==> src/rtl/ltpg_pkg.sv <==
package ltpg_pkg;

    localparam int unsigned DEF_WIDTH = 36;
    localparam int unsigned DEF_TAP   = 10;
    localparam logic [DEF_WIDTH-1:0] DEF_SEED =
        36'b010010100101101011010010100101101011;

    typedef enum logic [1:0] {
        PH_BASE = 2'd0,
        PH_A    = 2'd1,
        PH_B    = 2'd2,
        PH_C    = 2'd3
    } phase_e;

    typedef struct packed {
        logic load;
        logic advance;
    } ctl_t;

    // Bit group of position idx: a bit takes its next-state value
    // once the sub-step exceeds its group number.
    function automatic logic [1:0] bit_group(input int unsigned idx);
        return 2'(idx % 4);
    endfunction

endpackage

==> src/rtl/ltpg_ctrl.sv <==
module ltpg_ctrl
    import ltpg_pkg::*;
(
    input  logic       clk,
    input  logic       rst,
    input  logic       en_i,
    input  logic       load_i,
    output logic [1:0] phase_o,
    output ctl_t       ctl_o
);

    logic [1:0] ph_q;

    always_ff @(posedge clk) begin
        if (rst) begin
            ph_q <= PH_BASE;
        end else if (load_i) begin
            ph_q <= PH_BASE;
        end else if (en_i) begin
            ph_q <= ph_q + 2'd1;
        end
    end

    always_comb begin
        ctl_o.load    = load_i;
        ctl_o.advance = en_i && !load_i && (ph_q == PH_C);
    end

    assign phase_o = ph_q;

    // sub-step counts up by one on each enabled cycle
    a_r3_phase_step: assert property (@(posedge clk) disable iff (rst)
        (en_i && !load_i) |=> ph_q == $past(ph_q) + 2'd1);

    // sub-step frozen while disabled
    a_r7_phase_hold: assert property (@(posedge clk) disable iff (rst)
        (!en_i && !load_i) |=> $stable(ph_q));

    // load returns the sub-step to the major vector
    a_r8_load_phase: assert property (@(posedge clk) disable iff (rst)
        load_i |=> ph_q == 2'd0);

endmodule

==> src/rtl/ltpg_lfsr_core.sv <==
module ltpg_lfsr_core
    import ltpg_pkg::*;
#(
    parameter int unsigned WIDTH = DEF_WIDTH,
    parameter int unsigned TAP   = DEF_TAP,
    parameter logic [WIDTH-1:0] SEED = DEF_SEED
) (
    input  logic             clk,
    input  logic             rst,
    input  ctl_t             ctl_i,
    input  logic [WIDTH-1:0] seed_i,
    output logic [WIDTH-1:0] cur_o,
    output logic [WIDTH-1:0] nxt_o
);

    localparam int unsigned MSB = WIDTH - 1;

    logic [WIDTH-1:0] state_q;
    logic             fb;

    assign fb    = state_q[MSB] ^ state_q[TAP];
    assign nxt_o = {state_q[MSB-1:0], fb};
    assign cur_o = state_q;

    always_ff @(posedge clk) begin
        if (rst) begin
            state_q <= SEED;
        end else if (ctl_i.load) begin
            state_q <= seed_i;
        end else if (ctl_i.advance) begin
            state_q <= nxt_o;
        end
    end

    // register holds between major steps
    a_r3_mid_hold: assert property (@(posedge clk) disable iff (rst)
        (!ctl_i.load && !ctl_i.advance) |=> $stable(state_q));

    // a major step shifts the register towards the MSB
    a_r2_shift: assert property (@(posedge clk) disable iff (rst)
        ctl_i.advance |=> state_q[MSB:1] == $past(state_q[MSB-1:0]));

    // loaded seed lands in the register
    a_r8_seed: assert property (@(posedge clk) disable iff (rst)
        ctl_i.load |=> state_q == $past(seed_i));

    // register never reaches all zeros (non-zero seeds assumed)
    a_r9_nonzero: assert property (@(posedge clk) disable iff (rst)
        state_q != '0);

endmodule

==> src/rtl/ltpg_interp_mux.sv <==
module ltpg_interp_mux
    import ltpg_pkg::*;
#(
    parameter int unsigned WIDTH = DEF_WIDTH
) (
    input  logic             clk,
    input  logic             rst,
    input  logic [WIDTH-1:0] cur_i,
    input  logic [WIDTH-1:0] nxt_i,
    input  logic [1:0]       phase_i,
    output logic [WIDTH-1:0] pattern_o
);

    logic [WIDTH-1:0] take_nxt;

    for (genvar i = 0; i < WIDTH; i++) begin : g_bit
        localparam logic [1:0] GRP = bit_group(i);
        assign take_nxt[i]  = phase_i > GRP;
        assign pattern_o[i] = take_nxt[i] ? nxt_i[i] : cur_i[i];
    end

    // bits equal in both states never move inside the window
    a_r6_between: assert property (@(posedge clk) disable iff (rst)
        (pattern_o & ~(cur_i ^ nxt_i)) == (cur_i & ~(cur_i ^ nxt_i)));

    // sub-step 0 shows the present state untouched
    a_r4_base: assert property (@(posedge clk) disable iff (rst)
        (phase_i == PH_BASE) |-> pattern_o == cur_i);

endmodule

==> src/rtl/lowtrans_tpg.sv <==
module lowtrans_tpg
    import ltpg_pkg::*;
#(
    parameter int unsigned WIDTH = DEF_WIDTH,
    parameter int unsigned TAP   = DEF_TAP,
    parameter logic [WIDTH-1:0] SEED = DEF_SEED
) (
    input  logic             clk,
    input  logic             rst,
    input  logic             en_i,
    input  logic             load_i,
    input  logic [WIDTH-1:0] seed_i,
    output logic [WIDTH-1:0] pattern_o,
    output logic [1:0]       substep_o
);

    ctl_t             ctl;
    logic [1:0]       phase;
    logic [WIDTH-1:0] cur;
    logic [WIDTH-1:0] nxt;

    ltpg_ctrl u_ctrl (
        .clk     (clk),
        .rst     (rst),
        .en_i    (en_i),
        .load_i  (load_i),
        .phase_o (phase),
        .ctl_o   (ctl)
    );

    ltpg_lfsr_core #(
        .WIDTH (WIDTH),
        .TAP   (TAP),
        .SEED  (SEED)
    ) u_core (
        .clk    (clk),
        .rst    (rst),
        .ctl_i  (ctl),
        .seed_i (seed_i),
        .cur_o  (cur),
        .nxt_o  (nxt)
    );

    ltpg_interp_mux #(
        .WIDTH (WIDTH)
    ) u_mux (
        .clk       (clk),
        .rst       (rst),
        .cur_i     (cur),
        .nxt_i     (nxt),
        .phase_i   (phase),
        .pattern_o (pattern_o)
    );

    assign substep_o = phase;

    // output vector frozen while disabled
    a_r7_pattern_hold: assert property (@(posedge clk) disable iff (rst)
        (!en_i && !load_i) |=> $stable(pattern_o));

endmodule

==> config.mk <==
export PLATFORM = sky130hd
export DESIGN_NAME = lowtrans_tpg
export DESIGN_NICKNAME = d
export VERILOG_FILES = /design/src/rtl/ltpg_pkg.sv /design/src/rtl/ltpg_ctrl.sv /design/src/rtl/ltpg_lfsr_core.sv /design/src/rtl/ltpg_interp_mux.sv /design/src/rtl/lowtrans_tpg.sv
export SDC_FILE = /design/constraint.sdc
export NUM_CORES = 1
export LEC_CHECK = 0
export BUFFER_PORTS_ARGS = -buffer_cell sky130_fd_sc_hd__buf_2
export CAP_MARGIN = 40
export CORE_MARGIN = 8
export CORE_UTILIZATION = 52
export DETAILED_ROUTE_END_ITERATION = 16
export PLACE_DENSITY_LB_ADDON = 0.3
export SYNTH_ARGS = -nofsm -noshare
export SYNTH_HDL_FRONTEND = slang
export SYNTH_HIERARCHICAL = 1
export SYNTH_SLANG_ARGS = --single-unit
==> constraint.sdc <==
create_clock -name clk -period 1.9 [get_ports clk]
set_input_delay 0.38 -clock clk [delete_from_list [all_inputs] [get_ports clk]]
set_output_delay 0.38 -clock clk [all_outputs]
set_load 0.01 [all_outputs]
==> summary.md <==
| Metric | Value |
|---|---|
| Clock sinks | `38` |
| Vias | `1,801` |
| Row cnt | `25` |
| Via density | `5.15` |
| Root Buffer | `clkbuf_8` |
| Period minus WS final | `1.81 ns` |
| Post-route ant nets | `0` |
| Clock Latency Late Sink | `0.28 ns` |
| Final Net Count | `336` |
| Syn avg cell area | `9.85 µm²` |
| Vias in the first global route | `1,835` |
| PortBufs | `77` |
| First-pass GRT wire length | `8850 µm` |
| Post-Syn Area | `2470 µm²` |
| Final Hold Viols | `0` |
| Die area | `7220 µm²` |
| Crit end category | `primary output` |
| Worst hold path class | `in2reg` |
| Clk buf depth | `2` |
| Synth Warn # | `6` |
| Initial core utilization | `0.530` |
| Rel. slew slack | `0.744` |
| DRT iter0 DRCs | `70` |
| Chip Height | `85.0 µm` |
| Status | `completed` |
| Final period util | `0.955` |
| Max Freq | `551 MHz` |
| Crit Path Max Fanout | `9` |
| DRC | `0` |
| Worst slew pin tran | `0.384 ns` |
| WP data arrival | `1.43 ns` |
| Worst setup path class | `reg2out` |
| All-Layer GR Usage | `0.149` |
| Largest net degree at the start of global routing | `28` |
| Detailed Place HPWL | `4020 µm` |
| Worst-path clk slew | `0.07 ns` |
| Die span in x | `85.0 µm` |
| ANT cells | `0` |
| Num ports | `78` |
| Final wirelength | `5430 µm` |
| 1st-pass router iterations | `4` |
| Net Count, Synth | `292` |
| Crit path launch type | `flop` |
| Share of cells above drive strength 1 | `0.456` |
| Final non-filler cell total | `350` |
| H-Tree Depth | `2` |
| Overall Power | `0.00189 W` |
| Drt wl/cell | `15.5 µm` |
| Pwr Density | `687 nW/µm²` |
| Pins Over Slew Limit | `0` |
| Count of maximum capacitance violations | `0` |
| Setup slack after layout | `0.0853 ns` |
| Gr ovfl total | `0` |
| Hold Slack | `0.313 ns` |
| GPL Wtd Cong | `0.732` |
| DP Cell Count | `341` |
| Syn-to-layout area delta | `11.5%` |
| Worst vdd rail ir drop | `0.405 mV` |
| Req. time, crit path | `1.52 ns` |
| Setup TNS | `0 ns` |
| Lkg Pwr | `1.19 nW` |
| Syn Inst Count | `251` |
| DP Worst Slack | `0.188 ns` |
| Final setup vio count | `0` |
| RSZ-0062 raised after global routing | `no` |
| Antenna violations before repair | `0` |
| CTS tree | `done` |
| Core Footprint | `4660 µm²` |
| Skew final | `0.00353 ns` |
| Num CTS Buffers | `5` |
state kept, by name (all words and copies together) (netlist names):
| name | cells |
|---|---|
| u_core/cur_o | 36 |
| u_ctrl/phase_o | 2 |
worst max-delay path, cell delays in order, from the launching register on:
cell and delay, ns:
dfxtp_2 0.38, buf_4 0.19, nand2_8 0.12, mux2_4 0.32, buf_2 0.14
through the flow:
step | cell area, µm² | util
after floorplan | 2470 | -
final | 2760 | 0.591
after global routing | 2760 | 0.591
after global placement | 2640 | 0.566
after CTS | 2750 | 0.589
after detailed placement | 2640 | 0.566
path summary, 6_finish.rpt:
kind / endpoint / from / slack, ns / cells after the start
min reg2reg: u_core/cur_o[18] / u_core/cur_o[18] / 0.56 / 2
max: pattern_o[30] / u_ctrl/phase_o[1] / 0.09 / 4
max reg2reg: u_core/cur_o[33] / u_ctrl/phase_o[0] / 0.26 / 7
min: u_core/cur_o[0] / seed_i[0] / 0.31 / 3
cell usage in the layout (no fill, tap or decap), drive strengths merged:
master / instances
dfxtp: 38
mux2: 31
nor2b: 8
a21oi: 18
nor3b: 17
o21ai: 15
bufinv: 1
nor3: 2
xor2: 1
nor2: 7
ha: 1
nand2: 16
xnor2: 1
mux2i: 37
and2b: 6
buf: 90
clkbuf: 7
routing by layer:
layer,global-route usage,vias to the layer above,wire [µm]
met5,0,-,0
met4,0.0647,0,80
met3,0.0425,9,290
met2,0.254,48,2580
met1,0.169,826,2480
li1,-,918,-
area by class of cell:
class,count,area [µm²]
fill,440,1900
multi-input combinational,160,1310
sequential,38,763
timing repair buffer,90,508
clock buffer,7,76.3
tap,54,67.6
clock inverter,1,30.0
power by group:
group / internal, W / switching [W]
clock network: 0.000393 / 0.000275
logic: 0.000183 / 0.000158
registers: 0.000843 / 0.0000429
repair_timing:
item / in CTS / in global routing
endpoints found under the setup margin: 0 / 16
hold buffers: 0 / 0
buffers inserted: 0 / 1
gates resized for setup: 0 / 2
No activity file was read; power rests on OpenSTA's default activity.
